===== src/rtl/ser_tx_pkg.sv =====
package ser_tx_pkg;

    localparam int PAR_W = 8;
    localparam int IDX_W = $clog2(PAR_W);

    typedef enum logic {
        CODE_NRZ = 1'b0,
        CODE_CMI = 1'b1
    } line_code_e;

    typedef struct packed {
        logic                 valid;
        line_code_e           code;
        logic [IDX_W-1:0]     last_idx;
    } mode_cfg_t;

    // Width field w selects 2 << w bits; field value 3 is reserved.
    function automatic mode_cfg_t decode_mode(input logic [2:0] m);
        mode_cfg_t c;
        c.valid    = (m[1:0] != 2'b11);
        c.code     = m[2] ? CODE_NRZ : CODE_CMI;
        c.last_idx = c.valid ? IDX_W'((2 << m[1:0]) - 1) : '0;
        return c;
    endfunction

endpackage


===== src/rtl/ser_tx_timing.sv =====
module ser_tx_timing
    import ser_tx_pkg::*;
(
    input  logic      clk,
    input  logic      rst,
    input  mode_cfg_t cfg,
    output logic      half_ph,
    output logic      word_tick
);

    logic [IDX_W-1:0] idx_q;
    logic             ph_q;

    always_ff @(posedge clk) begin
        if (rst || !cfg.valid) begin
            ph_q  <= 1'b0;
            idx_q <= '0;
        end else begin
            ph_q <= ~ph_q;
            if (ph_q) begin
                idx_q <= (idx_q == cfg.last_idx) ? '0 : idx_q + 1'b1;
            end
        end
    end

    assign half_ph   = ph_q;
    assign word_tick = cfg.valid && ph_q && (idx_q == cfg.last_idx);

    AST_TICK_ISOLATED: assert property (@(posedge clk) disable iff (rst)
        word_tick |=> !word_tick);

endmodule


===== src/rtl/ser_tx_shifter.sv =====
module ser_tx_shifter
    import ser_tx_pkg::*;
(
    input  logic             clk,
    input  logic             rst,
    input  logic             valid,
    input  logic             half_ph,
    input  logic             word_tick,
    input  logic [PAR_W-1:0] par_din,
    output logic             cur_bit
);

    logic [PAR_W-1:0] hold_q;
    logic [PAR_W-1:0] shreg_q;

    always_ff @(posedge clk) begin
        if (rst || !valid) begin
            hold_q  <= '0;
            shreg_q <= '0;
        end else if (word_tick) begin
            hold_q  <= par_din;
            shreg_q <= hold_q;
        end else if (half_ph) begin
            shreg_q <= shreg_q >> 1;
        end
    end

    assign cur_bit = shreg_q[0];

endmodule


===== src/rtl/ser_tx_line_enc.sv =====
module ser_tx_line_enc
    import ser_tx_pkg::*;
(
    input  logic      clk,
    input  logic      rst,
    input  mode_cfg_t cfg,
    input  logic      half_ph,
    input  logic      cur_bit,
    input  logic      lline_sel,
    input  logic      lline_din,
    input  logic      sloop_sel,
    output logic      line_out,
    output logic      sys_loop_out
);

    logic lvl_q;
    logic sym;
    logic line_q;
    logic sysl_q;

    always_ff @(posedge clk) begin
        if (rst || !cfg.valid) begin
            lvl_q <= 1'b0;
        end else if (cfg.code == CODE_CMI && half_ph && cur_bit) begin
            lvl_q <= ~lvl_q;
        end
    end

    always_comb begin
        if (cfg.code == CODE_CMI) begin
            sym = cur_bit ? lvl_q : half_ph;
        end else begin
            sym = cur_bit;
        end
    end

    always_ff @(posedge clk) begin
        if (rst || !cfg.valid) begin
            line_q <= 1'b0;
            sysl_q <= 1'b0;
        end else begin
            line_q <= lline_sel ? lline_din : sym;
            sysl_q <= sloop_sel && cur_bit;
        end
    end

    assign line_out     = line_q;
    assign sys_loop_out = sysl_q;

    AST_NRZ_PAIR: assert property (@(posedge clk) disable iff (rst)
        (cfg.valid && cfg.code == CODE_NRZ && !lline_sel && half_ph &&
         $past(cfg.valid && cfg.code == CODE_NRZ && !lline_sel && !half_ph))
        |=> $stable(line_out));

    AST_CMI_ONE_FLAT: assert property (@(posedge clk) disable iff (rst)
        (cfg.valid && cfg.code == CODE_CMI && !lline_sel && half_ph && cur_bit &&
         $past(cfg.valid && cfg.code == CODE_CMI && !lline_sel && !half_ph))
        |=> $stable(line_out));

endmodule


===== src/rtl/ser_line_tx.sv =====
module ser_line_tx
    import ser_tx_pkg::*;
(
    input  logic             clk,
    input  logic             rst,
    input  logic [2:0]       mode_sel,
    input  logic [PAR_W-1:0] par_din,
    input  logic             lline_sel,
    input  logic             lline_din,
    input  logic             sloop_sel,
    output logic             word_tick,
    output logic             line_out,
    output logic             sys_loop_out,
    output logic             mode_err
);

    mode_cfg_t cfg;
    logic      half_ph;
    logic      cur_bit;

    assign cfg      = decode_mode(mode_sel);
    assign mode_err = !cfg.valid;

    ser_tx_timing u_timing (
        .clk       (clk),
        .rst       (rst),
        .cfg       (cfg),
        .half_ph   (half_ph),
        .word_tick (word_tick)
    );

    ser_tx_shifter u_shifter (
        .clk       (clk),
        .rst       (rst),
        .valid     (cfg.valid),
        .half_ph   (half_ph),
        .word_tick (word_tick),
        .par_din   (par_din),
        .cur_bit   (cur_bit)
    );

    ser_tx_line_enc u_enc (
        .clk          (clk),
        .rst          (rst),
        .cfg          (cfg),
        .half_ph      (half_ph),
        .cur_bit      (cur_bit),
        .lline_sel    (lline_sel),
        .lline_din    (lline_din),
        .sloop_sel    (sloop_sel),
        .line_out     (line_out),
        .sys_loop_out (sys_loop_out)
    );

    AST_LINE_LOOP: assert property (@(posedge clk) disable iff (rst)
        (lline_sel && !mode_err) |=> (line_out == $past(lline_din)));

    AST_ERR_LINE_LOW: assert property (@(posedge clk) disable iff (rst)
        mode_err |=> (!line_out && !sys_loop_out));

endmodule


===== config.mk =====
export PLATFORM = sky130hd
export DESIGN_NAME = ser_line_tx
export DESIGN_NICKNAME = d
export VERILOG_FILES = /design/src/rtl/ser_tx_pkg.sv /design/src/rtl/ser_tx_timing.sv /design/src/rtl/ser_tx_shifter.sv /design/src/rtl/ser_tx_line_enc.sv /design/src/rtl/ser_line_tx.sv
export SDC_FILE = /design/constraint.sdc
export NUM_CORES = 1
export LEC_CHECK = 0
export BUFFER_PORTS_ARGS = -buffer_cell sky130_fd_sc_hd__buf_2
export CAP_MARGIN = 20
export CORE_ASPECT_RATIO = 1.5
export CORE_MARGIN = 4
export CORE_UTILIZATION = 40
export DETAILED_ROUTE_END_ITERATION = 10
export PLACE_DENSITY = 0.69
export SYNTH_ARGS = -nofsm -noshare
export SYNTH_HDL_FRONTEND = slang
export SYNTH_SLANG_ARGS = --single-unit
export TNS_END_PERCENT = 30

===== constraint.sdc =====
create_clock -name clk -period 4.6 [get_ports clk]
set_clock_uncertainty 0.05 [all_clocks]
set_input_delay 0.46 -clock clk [delete_from_list [all_inputs] [get_ports clk]]
set_output_delay 0.46 -clock clk [all_outputs]
set_load 0.005 [all_outputs]

==> reports/metrics.yaml, run 1 <==
clocking:
  cts_hold_buf: 0
  cts_tree: "yes"
  path_clk_slew_ns: 0.08
  htreeDepth: 1
  clkLatencyLatePin_ns: 0.26
  clock-sinks: 23
  clockRootBuffer: "clkbuf_8"
  numCtsBuffers: 3
  cts_resized: 0
  postCtsSetupBuffers: 0
  clock_path_buffers: 2
synth:
  avgSynthCellArea_sq_um: 9.19
  yosysTopAreaCell: "dfxtp_1"
  synth_warnings: 0
  syn_inst: 124
  ys_ff_latch: 23
  synth_area_leaders: "dfxtp_1 40%, mux2i_1 7.0%, nand2_1 5.9%"
  syn_nets: 143
  synth_top_area_share_pct: 40.4
  ys_types: 29
  netlist_area_sq_mm: 0.00114
  seq_area_frac_synth_pct: 40.4
place:
  portBuffers: 19
  place_ws_ns: 2.22
  place.gp.congestion: 0.823
  dp_hpwl_mm: 1.71
  post_dp_cell_area_sq_mm: 0.00124
route:
  ant_nets: 0
  wire_per_inst_um: 13.0
  drc: 0
  vias: 950
  first_iter_violations: 43
  first_pass_iters: 4
  wl_mm: 2.29
  vias_per_cell: 5.40
timing:
  slew_headroom_pct: 43.0
  worst_slack_ns: 2.20
  fmax_mhz: 416
  finalCritPeriodShare_pct: 52.3
  setup_violations: 0
  rsz0062_at_grt: "no"
  drv_slew: 0
  tightest_slew_ns: 0.849
  final.min_clock_period_ns: 2.40
  tns_ns: 0
  hold_violations: 0
floorplan:
  num_rows: 23
  start_util_pct: 42.1
  die_w_um: 51.6
  die_h_um: 73.4
  coreArea_sq_mm: 0.00271
  ioPinCount: 20
  dieArea_sq_mm: 0.00379
worst_hold_path:
  hp-class: "in -> reg"
  hold_path_startpoint: "sloop_sel"
finish:
  stdcell_area_sq_mm: 0.00128
  n_fill_cell: 279
  drive_gt1_share_pct: 20.9
  mostFrequentLayoutCells: "23 x dfxtp_1, 19 x buf_2, 18 x nand2_1"
  multi_input_area_sq_um: 626
  nets: 159
  area_delta_synth_final_pct: 12.7
  area.sequential_sq_um: 460
  antenna_cells: 0
  final_common_cell: "dfxtp_1"
critical_path:
  crit_start: "mode_sel[0]"
  critPathLaunchType: "input port"
  reg2reg_from: "u_timing.half_ph"
  end_kind: "primary output"
  required_ns: 4.09
  critical_path_arrival_ns: 1.89
  cp_max_fo: 9
  worstSetupPathType: "in -> out"
  r2r_slack_ns: 2.93
power_and_ir_drop:
  leakagePower_nw: 0.481
  power_w: 0.000391
  peakVddDrop_mv: 0.219
  power_density_mw_per_mm2: 304
grt:
  antenna_found_initial: 0
  grt_pass1_vias: 883
  grtUsageTotal_pct: 12.9
  grt_max_degree: 28
  grt_pass1_wl_mm: 3.77
  grt-ovfl-total: 0
outcome:
  status: "complete, no violations"
job:
  max-cap-violations: 0
[metal layers]
metal | routed length, um | GRT usage, % | up-vias | share of wire [%]
li1 | - | - | 478 | -
met1 | 944 | 15.1 | 440 | 41
met2 | 1150 | 22.7 | 26 | 50
met3 | 142 | 2.64 | 6 | 6.2
met4 | 51 | 5.25 | 0 | 2.2
met5 | 0 | 0 | - | 0
[where the power goes]
group	internal, W	switching, W	total, W
clock network	0.0000605	0.0000638	0.000124
registers	0.000206	0.00000897	0.000215
logic	0.0000209	0.0000306	0.0000515
total	0.000287	0.000103	0.000391
[state kept, by name, indices dropped and copies added (netlist names)]
name and flops:
u_shifter.hold_q 8, u_shifter.shreg_q 8, u_timing.idx_q 3, u_enc.line_out 1, u_enc.lvl_q 1, u_enc.sys_loop_out 1, u_timing.half_ph 1
[metrics by stage]
stage                     std cells  utilization, %  hold slack [ns]
after floorplan                 124               -            0.385
after global placement          172            45.8            0.405
after detailed placement        172            45.8            0.412
after CTS                       176            47.5            0.378
after global routing            176            47.5            0.364
final                           176            47.5            0.373
[cell families after synthesis]
family | share of synthesized area (%)
simple gates | 19.6
compound gates | 16.1
flops | 40.4
buf+inv | 4.72
xor+xnor | 8.78
mux | 7.03
fa+ha+maj | 3.29
[worst paths after layout]
kind                                             to  depth (start not counted)
worst max-delay path                      word_tick                          7
worst min-delay path             u_enc.sys_loop_out                          2
worst max register to register  u_shifter.hold_q[2]                          2
worst min register to register  u_shifter.hold_q[4]                          2
[Yosys cell counts]
master	instances
a21o_1	2
a21oi_1	3
a31oi_1	7
and2b_1	1
and3_1	1
and4_4	1
buf_12	1
clkbuf_1	8
dfxtp_1	23
ha_1	3
inv_1	1
mux2i_1	8
nand2_1	18
nand2b_1	2
nand3_1	1
nand3b_1	3
nand4_1	7
nor2_1	4
nor3_1	2
o21ai_0	8
o311ai_1	2
o31ai_1	7
or2_1	1
or3b_1	1
or4_1	1
xnor2_1	3
xnor2_2	1
xor2_1	1
xor2_2	3
[worst max-delay path, cell delays in order]
cell,delay [ns]
buf_2,0.09
inv_1,0.04
ha_1,0.34
xor2_2,0.32
and4_4,0.40
and2b_1,0.15
buf_2,0.10
[area by class of cell]
cell class | instances | area share (%)
clock inverters | 1 | 0.389
multi-input cells | 91 | 48.7
inverters | 1 | 0.292
clock buffers | 3 | 3.21
repair buffers | 20 | 7.98
well taps | 37 | 3.60
flip-flops and latches | 23 | 35.8
(Power assumes the default switching activity.)
==> inputs of run 2 (changes only) <==
- PLACE_DENSITY: 0.69 -> 0.72
- clock period: 4.6 -> 1.95 ns (I/O delays scaled with it)
==> reports/metrics.yaml, run 2 (synthesis gave the netlist of run 1 again) <==
outcome:
  status: "complete, no violations"  # unchanged
clocking:
  path_clk_slew_ns: 0.08  # about the same
  numCtsBuffers: 3  # unchanged
  clockRootBuffer: "clkbuf_8"  # unchanged
  clock-sinks: 23  # unchanged
  cts_hold_buf: 0  # unchanged
  htreeDepth: 1  # unchanged
  clkLatencyLatePin_ns: 0.26  # about the same
  postCtsSetupBuffers: 0  # unchanged
  clock_path_buffers: 2  # unchanged
  cts_tree: "yes"  # unchanged
  cts_resized: 0  # unchanged
grt:
  antenna_found_initial: 0  # unchanged
  grtUsageTotal_pct: 13.9  # was 12.9%
  grt_pass1_wl_mm: 3.88  # was 3.77 mm
  grt-ovfl-total: 0  # unchanged
  grt_pass1_vias: 911  # was 883
  grt_max_degree: 25  # was 28
power_and_ir_drop:
  peakVddDrop_mv: 0.386  # was 0.219 mV
  combPwrFrac_pct: 15.2  # was 13.2%
  intPower_w: 0.000689  # was 0.000287 W
  netSwitchingFraction_pct: 26.6  # was 26.5%
  power_density_mw_per_mm2: 708  # was 304 mW/mm^2
  leakagePower_nw: 0.502  # was 0.481 nW
  power.share.clock_pct: 31.6  # was 31.8%
  pwr-share-seq_pct: 53.2  # was 55.0%
  netSwitchingPower_w: 0.000250  # was 0.000103 W
  power_w: 0.000939  # was 0.000391 W
timing:
  tns_ns: 0  # unchanged
  setup_violations: 0  # unchanged
  final.min_clock_period_ns: 1.86
  slew_headroom_pct: 39.2  # was 43.0%
  whs_ns: 0.114  # was 0.373 ns
  drv_slew: 0  # unchanged
  rsz0062_at_grt: "no"  # unchanged
  finalCritPeriodShare_pct: 95.1
  hold_violations: 0  # unchanged
  tightest_slew_ns: 0.905  # was 0.849 ns
  fmax_mhz: 539
critical_path:
  r2r_end: "u_shifter.shreg_q[6]"  # was u_shifter.hold_q[2]
  cp-endpoint: "word_tick"  # unchanged
  required_ns: 1.70  # was 4.09 ns
  end_kind: "primary output"  # unchanged
  critPathLaunchType: "register"  # was input port
  rr_worst_depth: 3  # was 2
  worstSetupPathType: "reg -> out"  # was in -> out
  r2r_slack_ns: 0.32  # was 2.93 ns
  reg2reg_from: "u_timing.idx_q[0]"  # was u_timing.half_ph
  cp_max_fo: 9  # unchanged
  critical_path_arrival_ns: 1.61  # was 1.89 ns
  crit_start: "u_timing.idx_q[2]"  # was mode_sel[0]
route:
  drc: 0  # unchanged
  wire_per_inst_um: 12.6  # was 13.0 um
  vias: 936  # was 950
  first_pass_iters: 4  # unchanged
  vias_per_cell: 5.20  # was 5.40
  first_iter_violations: 17  # was 43
  wl_mm: 2.26  # was 2.29 mm
  ant_nets: 0  # unchanged
floorplan:
  ioPinCount: 20  # unchanged
  num_rows: 23  # unchanged
  die_h_um: 73.4  # unchanged
  start_util_pct: 42.1  # unchanged
  dieArea_sq_mm: 0.00379  # unchanged
  die_w_um: 51.6  # unchanged
  coreArea_sq_mm: 0.00271  # unchanged
place:
  place.gp.congestion: 0.740  # was 0.823
  dp_hpwl_mm: 1.72  # was 1.71 mm
  dp_cells: 176  # was 172
  portBuffers: 19  # unchanged
finish:
  post-route-util_pct: 49.0  # was 47.5%
  mostFrequentLayoutCells: "23 x dfxtp_1, 19 x buf_2, 18 x nand2_1"  # unchanged
  area_delta_synth_final_pct: 16.4  # was 12.7%
  drive_gt1_share_pct: 23.1  # was 20.9%
  final_common_cell: "dfxtp_1"  # unchanged
  final_cells: 180  # was 176
  antenna_cells: 0  # unchanged
  nets: 163  # was 159
  reg_top3: "u_shifter.hold_q (8), u_shifter.shreg_q (8), u_timing.idx_q (3)"  # unchanged
worst_hold_path:
  hp-class: "in -> reg"  # unchanged
  hold_path_startpoint: "lline_din"  # was sloop_sel
job:
  max-cap-violations: 0  # unchanged
## run 2: changes by cell type in the layout (fill, tap and decap cells not counted)
cell | before | now
xnor2_2 | 1 | 0
buf_4 | 1 | 5
xnor2_4 | 0 | 1
## run 2: final cells by class
cell class	instances	area, sq um
clock buffer	3	41.3
clock inverter	1	5.00
fill	276	1380
inverter	1	3.75
multi-input combinational	91	637
sequential	23	460
tap	37	46.3
timing repair buffer	24	133
## run 2: per-layer routing
layer | up-vias | share of wire (%) | global-route usage, %
met5 | - | 0 | 0
met4 | 0 | 2.0 | 9.62
met3 | 4 | 3.9 | 3.85
met2 | 21 | 50 | 22.1
met1 | 429 | 44 | 15.9
li1 | 482 | - | -
## run 2: per-stage QoR
stage,setup WS (ns),cell area (sq um)
3_5_place_dp,0.0988,1270
5_1_grt,0.0250,1330
4_1_cts,0.0622,1320
3_3_place_gp,0.168,1270
6_report,0.0947,1330
2_1_floorplan,0.359,1140
## run 2: critical path, cell delays in order (launching register included)
cell and delay, ns:
dfxtp_1 0.54, xnor2_4 0.20, and4_4 0.36, and2b_1 0.14, buf_2 0.10
## run 2: worst min path at each step
stage                                     end  slack (ns)  depth (start not counted)
after detailed placement       u_enc.line_out        0.40                          3
after floorplan                u_enc.line_out        0.28                          2
after global placement     u_enc.sys_loop_out        0.38                          2
after global routing      u_shifter.hold_q[2]        0.11                          3
after CTS                      u_enc.line_out        0.11                          3
final                          u_enc.line_out        0.11                          3
## run 2: power groups by stage
stage          clock network, W  registers [W]  logic [W]
3_3_place_gp                  0       0.000510   0.000135
2_1_floorplan                 0       0.000505   0.000101
3_5_place_dp                  0       0.000511   0.000141
6_report               0.000296       0.000499   0.000143
5_1_grt                0.000326       0.000502   0.000161
4_1_cts                0.000304       0.000500   0.000142
